[config.mk]
export PLATFORM = sky130hd
export DESIGN_NAME = flash_cmd_decoder
export DESIGN_NICKNAME = d
export VERILOG_FILES = /design/src/rtl/flash_cmd_pkg.sv /design/src/rtl/flash_seq_ctrl.sv /design/src/rtl/flash_array_dp.sv /design/src/rtl/flash_cmd_decoder.sv
export SDC_FILE = /design/constraint.sdc
export NUM_CORES = 1
export LEC_CHECK = 0
export BUFFER_PORTS_ARGS = -buffer_cell sky130_fd_sc_hd__buf_2
export CORE_MARGIN = 2
export CORE_UTILIZATION = 35
export DETAILED_ROUTE_END_ITERATION = 7
export HOLD_SLACK_MARGIN = 0.1
export PLACE_DENSITY_LB_ADDON = 0.1
export SKIP_LAST_GASP = 1
export SYNTH_ARGS = -nofsm -noshare
export SYNTH_HDL_FRONTEND = slang
export SYNTH_HIERARCHICAL = 1
export SYNTH_SLANG_ARGS = --single-unit
[constraint.sdc]
create_clock -name clk -period 7 [get_ports clk]
set_input_delay 1.4 -clock clk [delete_from_list [all_inputs] [get_ports clk]]
set_output_delay 1.4 -clock clk [all_outputs]
set_load 0.01 [all_outputs]
[src/rtl/flash_cmd_pkg.sv]
package flash_cmd_pkg;

  typedef enum logic [1:0] {
    OP_NONE  = 2'd0,
    OP_PROG  = 2'd1,
    OP_ERASE = 2'd2,
    OP_LOCK  = 2'd3
  } opKind_t;

  // Strobes from the sequence control to the datapath
  typedef struct packed {
    logic doProg;
    logic doErase;
    logic doLock;
    logic idEnter;
    logic idExit;
  } cmdStrobe_t;

  localparam logic [14:0] UNLOCK_A = 15'h5555;
  localparam logic [14:0] UNLOCK_B = 15'h2AAA;
  localparam logic [7:0]  KEY_A    = 8'hAA;
  localparam logic [7:0]  KEY_B    = 8'h55;
  localparam logic [7:0]  CMD_PROG = 8'hA0;
  localparam logic [7:0]  CMD_EXT  = 8'h80;
  localparam logic [7:0]  CMD_ID   = 8'h90;
  localparam logic [7:0]  CMD_EXIT = 8'hF0;
  localparam logic [7:0]  SUB_ERASE = 8'h10;
  localparam logic [7:0]  SUB_LOCK  = 8'h40;

endpackage

[src/rtl/flash_seq_ctrl.sv]
module flash_seq_ctrl
  import flash_cmd_pkg::*;
#(
  parameter int ADDR_W = 17
) (
  input  logic              clk,
  input  logic              rstN,
  input  logic              wrValid,
  input  logic              busy,
  input  logic [ADDR_W-1:0] addr,
  input  logic [7:0]        wrData,
  output cmdStrobe_t        strb
);

  typedef enum logic [2:0] {
    S_IDLE, S_KEY1, S_KEY2, S_PROG, S_EXT1, S_EXT2, S_EXT3
  } seqState_t;

  seqState_t state, stateNext;
  logic      atA, atB, takeWr;

  assign atA    = (addr[14:0] == UNLOCK_A);   // low 15 bits only
  assign atB    = (addr[14:0] == UNLOCK_B);
  assign takeWr = wrValid && !busy;

  always_comb begin
    stateNext = state;
    strb      = '0;
    if (takeWr) begin
      stateNext = S_IDLE;                     // default on mismatch
      unique case (state)
        S_IDLE: begin
          if (atA && wrData == KEY_A)  stateNext = S_KEY1;
          else if (wrData == CMD_EXIT) strb.idExit = 1'b1;
        end
        S_KEY1: if (atB && wrData == KEY_B) stateNext = S_KEY2;
        S_KEY2: begin
          if (atA) begin
            unique case (wrData)
              CMD_PROG: stateNext = S_PROG;
              CMD_EXT:  stateNext = S_EXT1;
              CMD_ID:   strb.idEnter = 1'b1;
              CMD_EXIT: strb.idExit  = 1'b1;
              default:  stateNext = S_IDLE;
            endcase
          end
        end
        S_PROG: strb.doProg = 1'b1;
        S_EXT1: if (atA && wrData == KEY_A) stateNext = S_EXT2;
        S_EXT2: if (atB && wrData == KEY_B) stateNext = S_EXT3;
        S_EXT3: begin
          if (atA && wrData == SUB_ERASE) strb.doErase = 1'b1;
          if (atA && wrData == SUB_LOCK)  strb.doLock  = 1'b1;
        end
        default: stateNext = S_IDLE;
      endcase
    end
  end

  always_ff @(posedge clk) begin
    if (!rstN) state <= S_IDLE;
    else       state <= stateNext;
  end

  // without an accepted write the sequence position holds
  p_hold_no_write_r6: assert property (@(posedge clk) disable iff (!rstN)
    !takeWr |=> $stable(state));

  // a command strobe always leaves the decoder idle
  p_idle_after_cmd_r1: assert property (@(posedge clk) disable iff (!rstN)
    (strb != '0) |=> (state == S_IDLE));

endmodule

[src/rtl/flash_array_dp.sv]
module flash_array_dp
  import flash_cmd_pkg::*;
#(
  parameter int          ADDR_W     = 17,
  parameter int          CELL_W     = 4,
  parameter logic [16:0] BOOT_LIMIT = 17'h02000,
  parameter logic [7:0]  MFR_CODE   = 8'hC7,
  parameter logic [7:0]  DEV_CODE   = 8'h3B
) (
  input  logic              clk,
  input  logic              rstN,
  input  cmdStrobe_t        strb,
  input  logic [ADDR_W-1:0] addr,
  input  logic [7:0]        wrData,
  input  logic              rdEn,
  output logic [7:0]        rdData,
  output logic              startPulse,
  output opKind_t           startOp,
  output logic [ADDR_W-1:0] startAddr
);

  localparam int HALF  = 2 ** CELL_W;
  localparam int CELLS = 2 * HALF;
  localparam int IDX_W = CELL_W + 1;

  logic [CELLS-1:0][7:0] memQ;
  logic                  locked, idMode;
  logic                  isBoot, progBlocked;
  logic [IDX_W-1:0]      cellIdx;

  assign isBoot      = (ADDR_W'(BOOT_LIMIT) > addr);
  assign cellIdx     = {!isBoot, addr[CELL_W-1:0]};
  assign progBlocked = locked && isBoot;

  always_ff @(posedge clk) begin
    if (!rstN) begin
      memQ       <= '1;                       // erased state
      locked     <= 1'b0;
      idMode     <= 1'b0;
      startPulse <= 1'b0;
      startOp    <= OP_NONE;
      startAddr  <= '0;
    end else begin
      startPulse <= 1'b0;
      startOp    <= OP_NONE;
      if (strb.doProg && !progBlocked) begin
        memQ[cellIdx] <= memQ[cellIdx] & wrData;
        startPulse    <= 1'b1;
        startOp       <= OP_PROG;
        startAddr     <= addr;
      end
      if (strb.doErase) begin
        for (int i = 0; i < CELLS; i++) begin
          if (i >= HALF || !locked) memQ[i] <= 8'hFF;
        end
        startPulse <= 1'b1;
        startOp    <= OP_ERASE;
        startAddr  <= '0;
      end
      if (strb.doLock) begin
        locked     <= 1'b1;
        startPulse <= 1'b1;
        startOp    <= OP_LOCK;
        startAddr  <= '0;
      end
      if (strb.idEnter) idMode <= 1'b1;
      if (strb.idExit)  idMode <= 1'b0;
    end
  end

  always_comb begin
    rdData = 8'h00;
    if (rdEn) begin
      if (idMode) begin
        unique case (addr)
          ADDR_W'(0): rdData = MFR_CODE;
          ADDR_W'(1): rdData = DEV_CODE;
          ADDR_W'(2): rdData = {7'b0, locked};
          default:    rdData = 8'h00;
        endcase
      end else begin
        rdData = memQ[cellIdx];
      end
    end
  end

  // lock never clears once set
  p_lock_sticky_r4: assert property (@(posedge clk) disable iff (!rstN)
    locked |=> locked);

  // boot half frozen while locked
  p_boot_frozen_r4: assert property (@(posedge clk) disable iff (!rstN)
    locked |=> $stable(memQ[HALF-1:0]));

  // outside erase no bit rises
  p_clear_only_r2: assert property (@(posedge clk) disable iff (!rstN)
    !strb.doErase |=> ((memQ & ~$past(memQ)) == '0));

  // pulse lasts one cycle and carries a kind
  p_pulse_single_r10: assert property (@(posedge clk) disable iff (!rstN)
    startPulse |=> !startPulse);
  p_pulse_tagged_r10: assert property (@(posedge clk) disable iff (!rstN)
    startPulse |-> (startOp != OP_NONE));

endmodule

[src/rtl/flash_cmd_decoder.sv]
module flash_cmd_decoder
  import flash_cmd_pkg::*;
#(
  parameter int          ADDR_W     = 17,
  parameter int          CELL_W     = 4,
  parameter logic [16:0] BOOT_LIMIT = 17'h02000,
  parameter logic [7:0]  MFR_CODE   = 8'hC7,
  parameter logic [7:0]  DEV_CODE   = 8'h3B
) (
  input  logic              clk,
  input  logic              rstN,
  input  logic [ADDR_W-1:0] addr,
  input  logic [7:0]        wrData,
  input  logic              ceN,
  input  logic              weN,
  input  logic              oeN,
  input  logic              busy,
  output logic [7:0]        rdData,
  output logic              startPulse,
  output logic [1:0]        startOp,
  output logic [ADDR_W-1:0] startAddr
);

  cmdStrobe_t strb;
  opKind_t    opKind;
  logic       wrValid, rdEn;

  assign wrValid = !ceN && !weN && oeN;
  assign rdEn    = !ceN && !oeN && weN;
  assign startOp = opKind;

  flash_seq_ctrl #(.ADDR_W(ADDR_W)) u_ctrl (
    .clk(clk), .rstN(rstN), .wrValid(wrValid), .busy(busy),
    .addr(addr), .wrData(wrData), .strb(strb)
  );

  flash_array_dp #(
    .ADDR_W(ADDR_W), .CELL_W(CELL_W), .BOOT_LIMIT(BOOT_LIMIT),
    .MFR_CODE(MFR_CODE), .DEV_CODE(DEV_CODE)
  ) u_dp (
    .clk(clk), .rstN(rstN), .strb(strb), .addr(addr), .wrData(wrData),
    .rdEn(rdEn), .rdData(rdData), .startPulse(startPulse),
    .startOp(opKind), .startAddr(startAddr)
  );

  // no start request follows a busy cycle
  p_quiet_busy_r7: assert property (@(posedge clk) disable iff (!rstN)
    busy |=> !startPulse);

endmodule

==> flow_metrics.tcl, run 1 <==
set metrics [dict create \
    run_status "complete, no violations" \
    dp_hpwl_um 26300 \
    cp_common_cell "buf_4" \
    finalCriticalPeriod_ps 5450 \
    clk_pin_slew_worst_paths_ps 60 \
    synthArstFlopShare_pct 0 \
    routed_via_density 5.89 \
    synth_compound_gate_area_share_pct 27.1 \
    grt_max_degree 129 \
    slowest_delay_ps 610 \
    synth_cells 1276 \
    cts_tree "done" \
    finClkSkew_ps 12.2 \
    muxShareOfSynthArea_pct 12.7 \
    synth_top_family_by_area "compound AO/OA/AOI/OAI gates" \
    worstPathRequired_ps 5600 \
    post_cts_buffers 0 \
    slowest_stage "buf_4" \
    area_growth_pct 12.8 \
    synthDistinctLibCells 68 \
    holdCritPathClass "reg2reg" \
    die_w_um 192 \
    dieArea_um2 37000 \
    numCtsBuffers 34 \
    rsz0062_at_grt "false" \
    fmax_mhz 183 \
    yosysSeqAreaShare_pct 45.3 \
    htree_levels 2 \
    grt_pass1_wl_um 61000 \
    die_y_um 192 \
    gp_congestion 0.770 \
    synth_xor_area_share_pct 0 \
    setup_viol 0 \
    synth_edf_count 0 \
    ys_warn_count 6 \
    port_buffers 58 \
    cts.sinks 281 \
    drt_wl_total_um 40800 \
    drtPass1Iterations 5 \
    synthFlopType "dfxtp_1" \
    antennaDiodeCount 0 \
    fin_nets 1311 \
    netlist_area_um2 12400 \
    path_class "in2out" \
    cp-start-kind "input pin" \
    grt_pass1_vias 9585 \
    synth_fp_nets 1307 \
    drt-initial-drc-count 872 \
    cts_resized 0 \
    rows 69 \
    routedWlPerCell_um 23.1 \
    grtUsageTotal_pct 21.7 \
    antenna_found_initial 1 \
    power_density_nw_per_um2 252 \
    worstMarginPinSlew_ps 1170 \
    synth_fa_ha_area_share_pct 0 \
    end_kind "output port" \
    io_pins 59 \
    tns_ps 0 \
    crit_chain "buf_4, buf_4, mux4_1, o21ai_0, and3_1, a311oi_1, buf_2" \
    route.detailed.drc 0 \
    cp_max_fo 49 \
    synth_simple_gate_area_share_pct 10.2 \
    coreArea_um2 35200 \
    fin_hold_ws_ps 454 \
    via_count 10400 \
    final_hold_viol_count 0 \
    clock_path_buffers 3 \
    leakagePower_nw 4.73 \
    insertion_delay_ps 510 \
    relSlewSlack_pct 21.7 \
    overflow 0 \
    avgSynthCellArea_um2 9.74 \
    cp.arrival_ps 4050 \
    synth_top_area_share_pct 45.3 \
    final-max-slew-violation-count 0 \
    max_cap_viol_count 0 \
    cts.root.buffer_cell "clkbuf_16" \
    postCtsHoldBufs 0 \
    ir_drop_uv 228 \
    initial_core_util_pct 35.3 \
    synth-seq-cells 281 \
    power.total_mw 3.53 \
    drtAntennaViolNets 0 \
    synth_largest_area_cell "dfxtp_1" \
    finalCritPeriodShare_pct 77.9 \
    drive_above_1_share_pct 13.9 \
    yosys-top-cells-area "dfxtp_1, a21oi_1, o21ai_0" \
]
[cell type report]
type | instances | area [um^2]
Inverter | 5 | 18.8
Clock inverter | 6 | 61.3
Timing Repair Buffer | 74 | 465
Multi-Input combinational cell | 884 | 6230
Tap cell | 461 | 577
Clock buffer | 53 | 1030
Fill cell | 3588 | 21200
Sequential cell | 281 | 5630
[power breakdown]
group	total (mW)	leakage [nW]	internal [mW]	switching, mW
Sequential	1.60	2.27	1.60	0.000000000209
Combinational	0.198	1.92	0.0514	0.147
Clock	1.73	0.537	1.05	0.681
Total	3.53	4.73	2.70	0.827
[worst max-delay path, delay by kind of cell]
kind / cells / cell delay [ps]
AO/OA/AOI/OAI: 2 / 470
buffers and inverters: 3 / 1220
multiplexers: 1 / 610
AND/OR/NAND/NOR: 1 / 300
[cells in the final DEF (no fill, tap or decap), drive strengths merged, types with 3 or more instances in the layout]
cell type	count
nand2b	7
clkinv	3
nor2	35
mux2	5
nand2	99
a221o	72
and3	6
dfxtp	281
nor3	14
nor3b	11
a22oi	9
o21ai	183
o21a	5
buf	74
and2	3
inv	6
mux2i	55
nand4	10
a2bb2oi	5
nand3	16
o31ai	19
a221oi	9
clkbuf	53
nor4	10
a21oi	216
nor4b	3
nor2b	11
o22ai	3
a211oi	9
mux4	40
[final timing paths]
check / from / end / slack (ps) / cells past startpoint
setup reg to reg: u_ctrl/state[1] / u_dp/memQ[35] / 3680 / 6
setup / recovery: addr[1] / rdData[2] / 1550 / 7
hold / removal: u_dp/startAddr[1] / u_dp/startAddr[1] / 450 / 2
hold reg to reg: u_dp/startAddr[1] / u_dp/startAddr[1] / 450 / 2
[synth_stat cells, types with 11 or more instances]
library cell    n
dfxtp_1       281
nor2_1         35
mux2i_1        55
nand3_1        16
a21oi_1       216
mux4_1         17
nand2_1        99
o31ai_1        19
a221o_1        72
nor3_1         11
buf_2          20
nor2b_1        11
o21ai_0       175
clkbuf_1       66
mux4_2         23
[routing by layer]
| layer | global-route usage (%) | up-vias | part of all wire (%) |
|---|---|---|---|
| met1 | 30.8 | 5128 | 47 |
| met4 | 6.75 | 0 | 2.2 |
| met5 | 0 | - | 0 |
| li1 | - | 4881 | - |
| met2 | 34.0 | 337 | 46 |
| met3 | 3.11 | 50 | 5.2 |
[state kept, by name, indices dropped and copies added, names as in the netlist]
signal,count
u_dp/memQ,256
u_dp/startAddr,17
u_ctrl/state,3
u_dp/startOp,2
u_dp/idMode,1
u_dp/locked,1
u_dp/startPulse,1
[cells by family (layout without fill, tap and decap cells)]
group           count (synthesis)  count (layout)
buf+inv                       111             138
flops                         281             281
mux                           100             100
simple gates                  239             239
compound gates                545             545
[stage by stage]
stage          cells  setup slack [ps]  cell area (um^2)  utilization (%)
2_1_floorplan   1276              2410             12400                -
3_3_place_gp    1705              1540             12900             36.7
3_5_place_dp    1705              1560             12900             36.7
4_1_cts         1764              1560             14000             39.8
5_1_grt         1764              1390             14000             39.8
6_report        1764              1550             14000             39.8
No activity file was read; power rests on OpenSTA's default activity.
==> run 2, diff against run 1 <==
==> constraint.sdc (replaced) <==
create_clock -name clk -period 4.7 [get_ports clk]
set_input_delay 0.94 -clock clk [delete_from_list [all_inputs] [get_ports clk]]
set_output_delay 0.94 -clock clk [all_outputs]
set_load 0.01 [all_outputs]
==> run 2 against run 1 <==
  * Critical path depth unchanged
  * Combinational power increased by 56%
  * Cell count increased by 0.79%
  * Non-clock buffer count increased by 17
  * Cell area increased by 0.83%
  * Wire length increased by 2.0%
  * Clock power increased by 43%
  * Global-route usage increased by 0.23 points
  * Highest routed layer unchanged
==> flow_metrics.tcl, run 2 (same netlist as run 1, synthesis figures left out) <==
set metrics [dict create \
    initial_core_util_pct 35.3 \
    rows 69 \
    die_w_um 192 \
    insertion_delay_ps 570 \
    reg_top3 "u_dp/memQ x256, u_dp/startAddr x17, u_ctrl/state x3" \
    dp_hpwl_um 27700 \
    max_cap_viol_count 0 \
    final_hold_viol_count 0 \
    routed_via_density 5.87 \
    area_growth_pct 13.7 \
    pre_cts_ws_ps 560 \
    clk_pin_slew_worst_paths_ps 60 \
    drive_above_1_share_pct 15.0 \
    clock_path_buffers 3 \
    tns_ps 0 \
    drt_wl_total_um 41600 \
    wl_met2_um 18900 \
    io_pins 59 \
    cts_resized 0 \
    cts.sinks 281 \
    finalCritPeriodShare_pct 88.0 \
    overflow 0 \
    relSlewSlack_pct 42.8 \
    cp_max_fo 14 \
    grt_pass1_vias 9749 \
    antenna_found_initial 0 \
    drt-initial-drc-count 855 \
    fin_nets 1325 \
    numCtsBuffers 31 \
    cts_tree "done" \
    registers.top_by_ff_count "u_dp/memQ" \
    fin_area_um2 14100 \
    holdCritPathClass "reg2reg" \
    drtAntennaViolNets 0 \
    power_density_nw_per_um2 366 \
    grtUsageTotal_pct 22.0 \
    path_class "in2out" \
    gp_congestion 0.827 \
    cts.root.buffer_cell "clkbuf_16" \
    final_common_cell "dfxtp_1" \
    dieArea_um2 37000 \
    setup_viol 0 \
    ir_drop_uv 323 \
    utilization_pct 40.1 \
    layout_setup_ws_ps 564 \
    antennaDiodeCount 0 \
    grt_pass1_wl_um 62000 \
    final_cell_mix "dfxtp_1, a21oi_1, o21ai_0" \
    postCtsHoldBufs 0 \
    worstPathRequired_ps 3760 \
    wl_met3_um 2120 \
    finalCriticalPeriod_ps 4140 \
    fin_cells 1778 \
    finClkSkew_ps 18.3 \
    leakagePower_nw 4.79 \
    routed.top_layer "met4" \
    fmax_mhz 242 \
    routedWlPerCell_um 23.4 \
    cp.arrival_ps 3200 \
    end_kind "output port" \
    htree_levels 1 \
    post_cts_buffers 0 \
    worstMarginPinSlew_ps 847 \
    grt_max_degree 69 \
    dpl_cell_area_um2 13100 \
    dp_cells 1722 \
    cp-start-kind "input pin" \
    wl_met1_um 19300 \
    die_y_um 192 \
    run_status "complete, no violations" \
    route.detailed.drc 0 \
    drtPass1Iterations 5 \
    port_buffers 58 \
    largest_register_ffs 256 \
    final-max-slew-violation-count 0 \
    rsz0062_at_grt "false" \
    coreArea_um2 35200 \
    via_count 10400 \
]
[run 2: through the flow]
stage                     hold WS (ps)  total power, mW
after floorplan                    430             2.62
after global placement             439             2.74
after detailed placement           448             2.74
after CTS                          457             5.22
after global routing               469             5.34
final                              456             5.17
[run 2: critical path, stage by stage]
cell,delay (ps)
buf_2,380
inv_1,520
a221o_1,410
o2bb2ai_1,230
nor3_1,80
nor3_1,400
buf_2,230
[run 2: area by class of cell]
type	count	area, um^2
flip-flops and latches	281	5630
inverters	5	18.8
clock buffers	44	885
multi-input cells	884	6230
fillers	3602	21100
clock inverters	12	149
well taps	461	577
repair buffers	91	643
[run 2: path summary, 6_finish.rpt]
kind | slack, ps | depth (start not counted) | end | startpoint
worst max-delay path | 560 | 7 | rdData[6] | addr[3]
worst min-delay path | 460 | 2 | u_dp/startAddr[1] | u_dp/startAddr[1]
worst max register to register | 1890 | 7 | u_dp/memQ[97] | u_ctrl/state[1]
worst min register to register | 460 | 2 | u_dp/startAddr[1] | u_dp/startAddr[1]
[run 2: power breakdown]
group | switching (mW) | internal (mW) | total, mW
Sequential | 0.000000000288 | 2.38 | 2.38
Combinational | 0.219 | 0.0892 | 0.308
Clock | 1.01 | 1.47 | 2.48
Total | 1.23 | 3.94 | 5.17
[run 2: metal layers]
layer	up-vias	track usage, %
li1	4904	-
met3	78	3.33
met2	330	34.7
met4	0	7.52
met1	5132	30.5
met5	-	0
==> run 3, diff against run 2 <==
--- a/config.mk
+++ b/config.mk
@@ -6,6 +6,8 @@
 export NUM_CORES = 1
 export LEC_CHECK = 0
 export BUFFER_PORTS_ARGS = -buffer_cell sky130_fd_sc_hd__buf_2
+export CELL_PAD_IN_SITES_DETAIL_PLACEMENT = 1
+export CELL_PAD_IN_SITES_GLOBAL_PLACEMENT = 1
 export CORE_MARGIN = 2
 export CORE_UTILIZATION = 35
 export DETAILED_ROUTE_END_ITERATION = 7
==> run 3 against run 2 <==
  * Sequential power barely moved
  * Critical path type unchanged
  * Global-route usage rose by 1.9 points
  * Setup slack got worse by 280 ps
  * Cell area rose by 1.2%
  * Non-clock buffer count rose by 7
  * Count of clock-buffer cells in the layout rose by 11
  * Flip-flop and latch count did not move
  * Combinational power rose by 4%
  * Critical path depth did not move
  * Die area did not move
  * Sequential share of layout area fell by 0.46 points
==> flow_metrics.tcl, run 3 (same netlist as run 1, synthesis figures left out) <==
set metrics [dict create \
    drt-initial-drc-count 887 \
    reg_top3 "u_dp/memQ x256, u_dp/startAddr x17, u_ctrl/state x3" \
    fillCellCount 3936 \
    final_common_cell "dfxtp_1" \
    fmax_mhz 227 \
    cp-start-kind "input pin" \
    timing.rr.start "u_ctrl/state[1]" \
    ir_drop_uv 419 \
    routed_via_density 5.98 \
    final-max-slew-violation-count 0 \
    drtAntennaViolNets 0 \
    largest_register_ffs 256 \
    fin_hold_ws_ps 456 \
    relSlewSlack_pct 16.4 \
    slowest_stage "nor2b_1" \
    port_buffers 58 \
    r2r_cells 6 \
    path_class "in2out" \
    die_y_um 192 \
    worstMarginPinSlew_ps 1250 \
    hold_start "u_dp/startAddr[5]" \
    rows 69 \
    cts_resized 0 \
    setup_viol 0 \
    via_count 10700 \
    grt_pass1_wl_um 66800 \
    io_pins 59 \
    cp_max_fo 29 \
    route.detailed.drc 0 \
    antenna_found_initial 0 \
    holdCritPathClass "reg2reg" \
    cp.arrival_ps 3470 \
    path_buf_inv 2 \
    seqCellArea_um2 5630 \
    drt_wl_total_um 43700 \
    area_growth_pct 15.0 \
    layout_setup_ws_ps 288 \
    coreArea_um2 35200 \
    tns_ps 0 \
    wl_met1_um 19900 \
    wl_met2_um 20400 \
    leakagePower_nw 4.89 \
    clock_path_buffers 3 \
    end_kind "output port" \
    cts.sinks 281 \
    routed.top_layer "met4" \
    drtPass1Iterations 7 \
    dp_hpwl_um 29000 \
    drive_above_1_share_pct 15.6 \
    postCtsHoldBufs 0 \
    numCtsBuffers 34 \
    fin_area_um2 14300 \
    hold_path_depth 2 \
    initial_core_util_pct 35.3 \
    slowest_delay_ps 1020 \
    worstPathRequired_ps 3760 \
    post_cts_buffers 0 \
    utilization_pct 40.6 \
    ff2ff_setup_slack_ps 1910 \
    cts_tree "done" \
    registers.top_by_ff_count "u_dp/memQ" \
    routedWlPerCell_um 24.4 \
    pre_cts_ws_ps 384 \
    holdPathEnd "u_dp/startAddr[5]" \
    final_hold_viol_count 0 \
    gp_congestion 0.806 \
    final_cell_mix "dfxtp_1, a21oi_1, o21ai_0" \
    cts.root.buffer_cell "clkbuf_16" \
    dieArea_um2 37000 \
    overflow 0 \
    die_w_um 192 \
    run_status "complete, no violations" \
    rsz0062_at_grt "false" \
    insertion_delay_ps 530 \
    antennaDiodeCount 0 \
    clk_pin_slew_worst_paths_ps 50 \
    multi_input_area_um2 6230 \
    finalCriticalPeriod_ps 4410 \
    r2r-end "u_dp/memQ[34]" \
    crit_chain "buf_4, nor2b_1, a22oi_1, and3_1, nor4_1, nor3_1, buf_2" \
    max_cap_viol_count 0 \
    power_density_nw_per_um2 376 \
    grtUsageTotal_pct 23.8 \
    grt_max_degree 45 \
    path_delay_family "simple AND/OR/NAND/NOR gates" \
    htree_levels 2 \
    finClkSkew_ps 16.6 \
    grt_pass1_vias 10700 \
    fin_nets 1335 \
    dpl_cell_area_um2 13200 \
    wl_met3_um 1990 \
    finalCritPeriodShare_pct 93.9 \
]
-- run 3: power by group --
group / switching, mW / total (mW) / internal (mW) / leakage, nW
Combinational: 0.226 / 0.320 / 0.0938 / 2.06
Sequential: 0.000000000305 / 2.38 / 2.38 / 2.27
Clock: 1.05 / 2.68 / 1.62 / 0.560
Total: 1.28 / 5.38 / 4.10 / 4.89
-- run 3: worst register-to-register path, stage by stage, from the launching register on --
cell	delay (ps)
dfxtp_1	460
nand2b_1	150
nor3_1	240
nand2b_1	300
nor3_1	490
nand2_1	540
a221o_1	490
-- run 3: area by class of cell --
| class | count | area share [%] |
|---|---|---|
| inverter | 5 | 0.131 |
| multi-input combinational | 884 | 43.6 |
| clock inverter | 4 | 0.368 |
| tap | 461 | 4.04 |
| timing repair buffer | 98 | 4.96 |
| sequential | 281 | 39.4 |
| clock buffer | 55 | 7.57 |
-- run 3: how the worst max path moves through the flow --
| stage | start | endpoint | slack, ps | cells past startpoint |
|---|---|---|---|---|
| final | addr[1] | rdData[5] | 290 | 7 |
| after floorplan | addr[3] | rdData[2] | 1030 | 8 |
| after CTS | addr[1] | rdData[5] | 380 | 7 |
| after global routing | addr[1] | rdData[2] | 220 | 6 |
| after global placement | addr[1] | rdData[2] | 410 | 6 |
| after detailed placement | addr[1] | rdData[5] | 380 | 7 |
-- run 3: stage by stage --
| step | cells | power [mW] |
|---|---|---|
| 6_report | 1788 | 5.38 |
| 5_1_grt | 1788 | 5.55 |
| 4_1_cts | 1788 | 5.43 |
| 3_5_place_dp | 1729 | 2.75 |
| 3_3_place_gp | 1729 | 2.75 |
| 2_1_floorplan | 1276 | 2.62 |
-- run 3: metal layers --
layer,vias to the layer above,global-route usage [%]
li1,4930,-
met1,5398,32.0
met2,282,38.9
met3,88,3.40
met4,0,8.75
met5,-,0
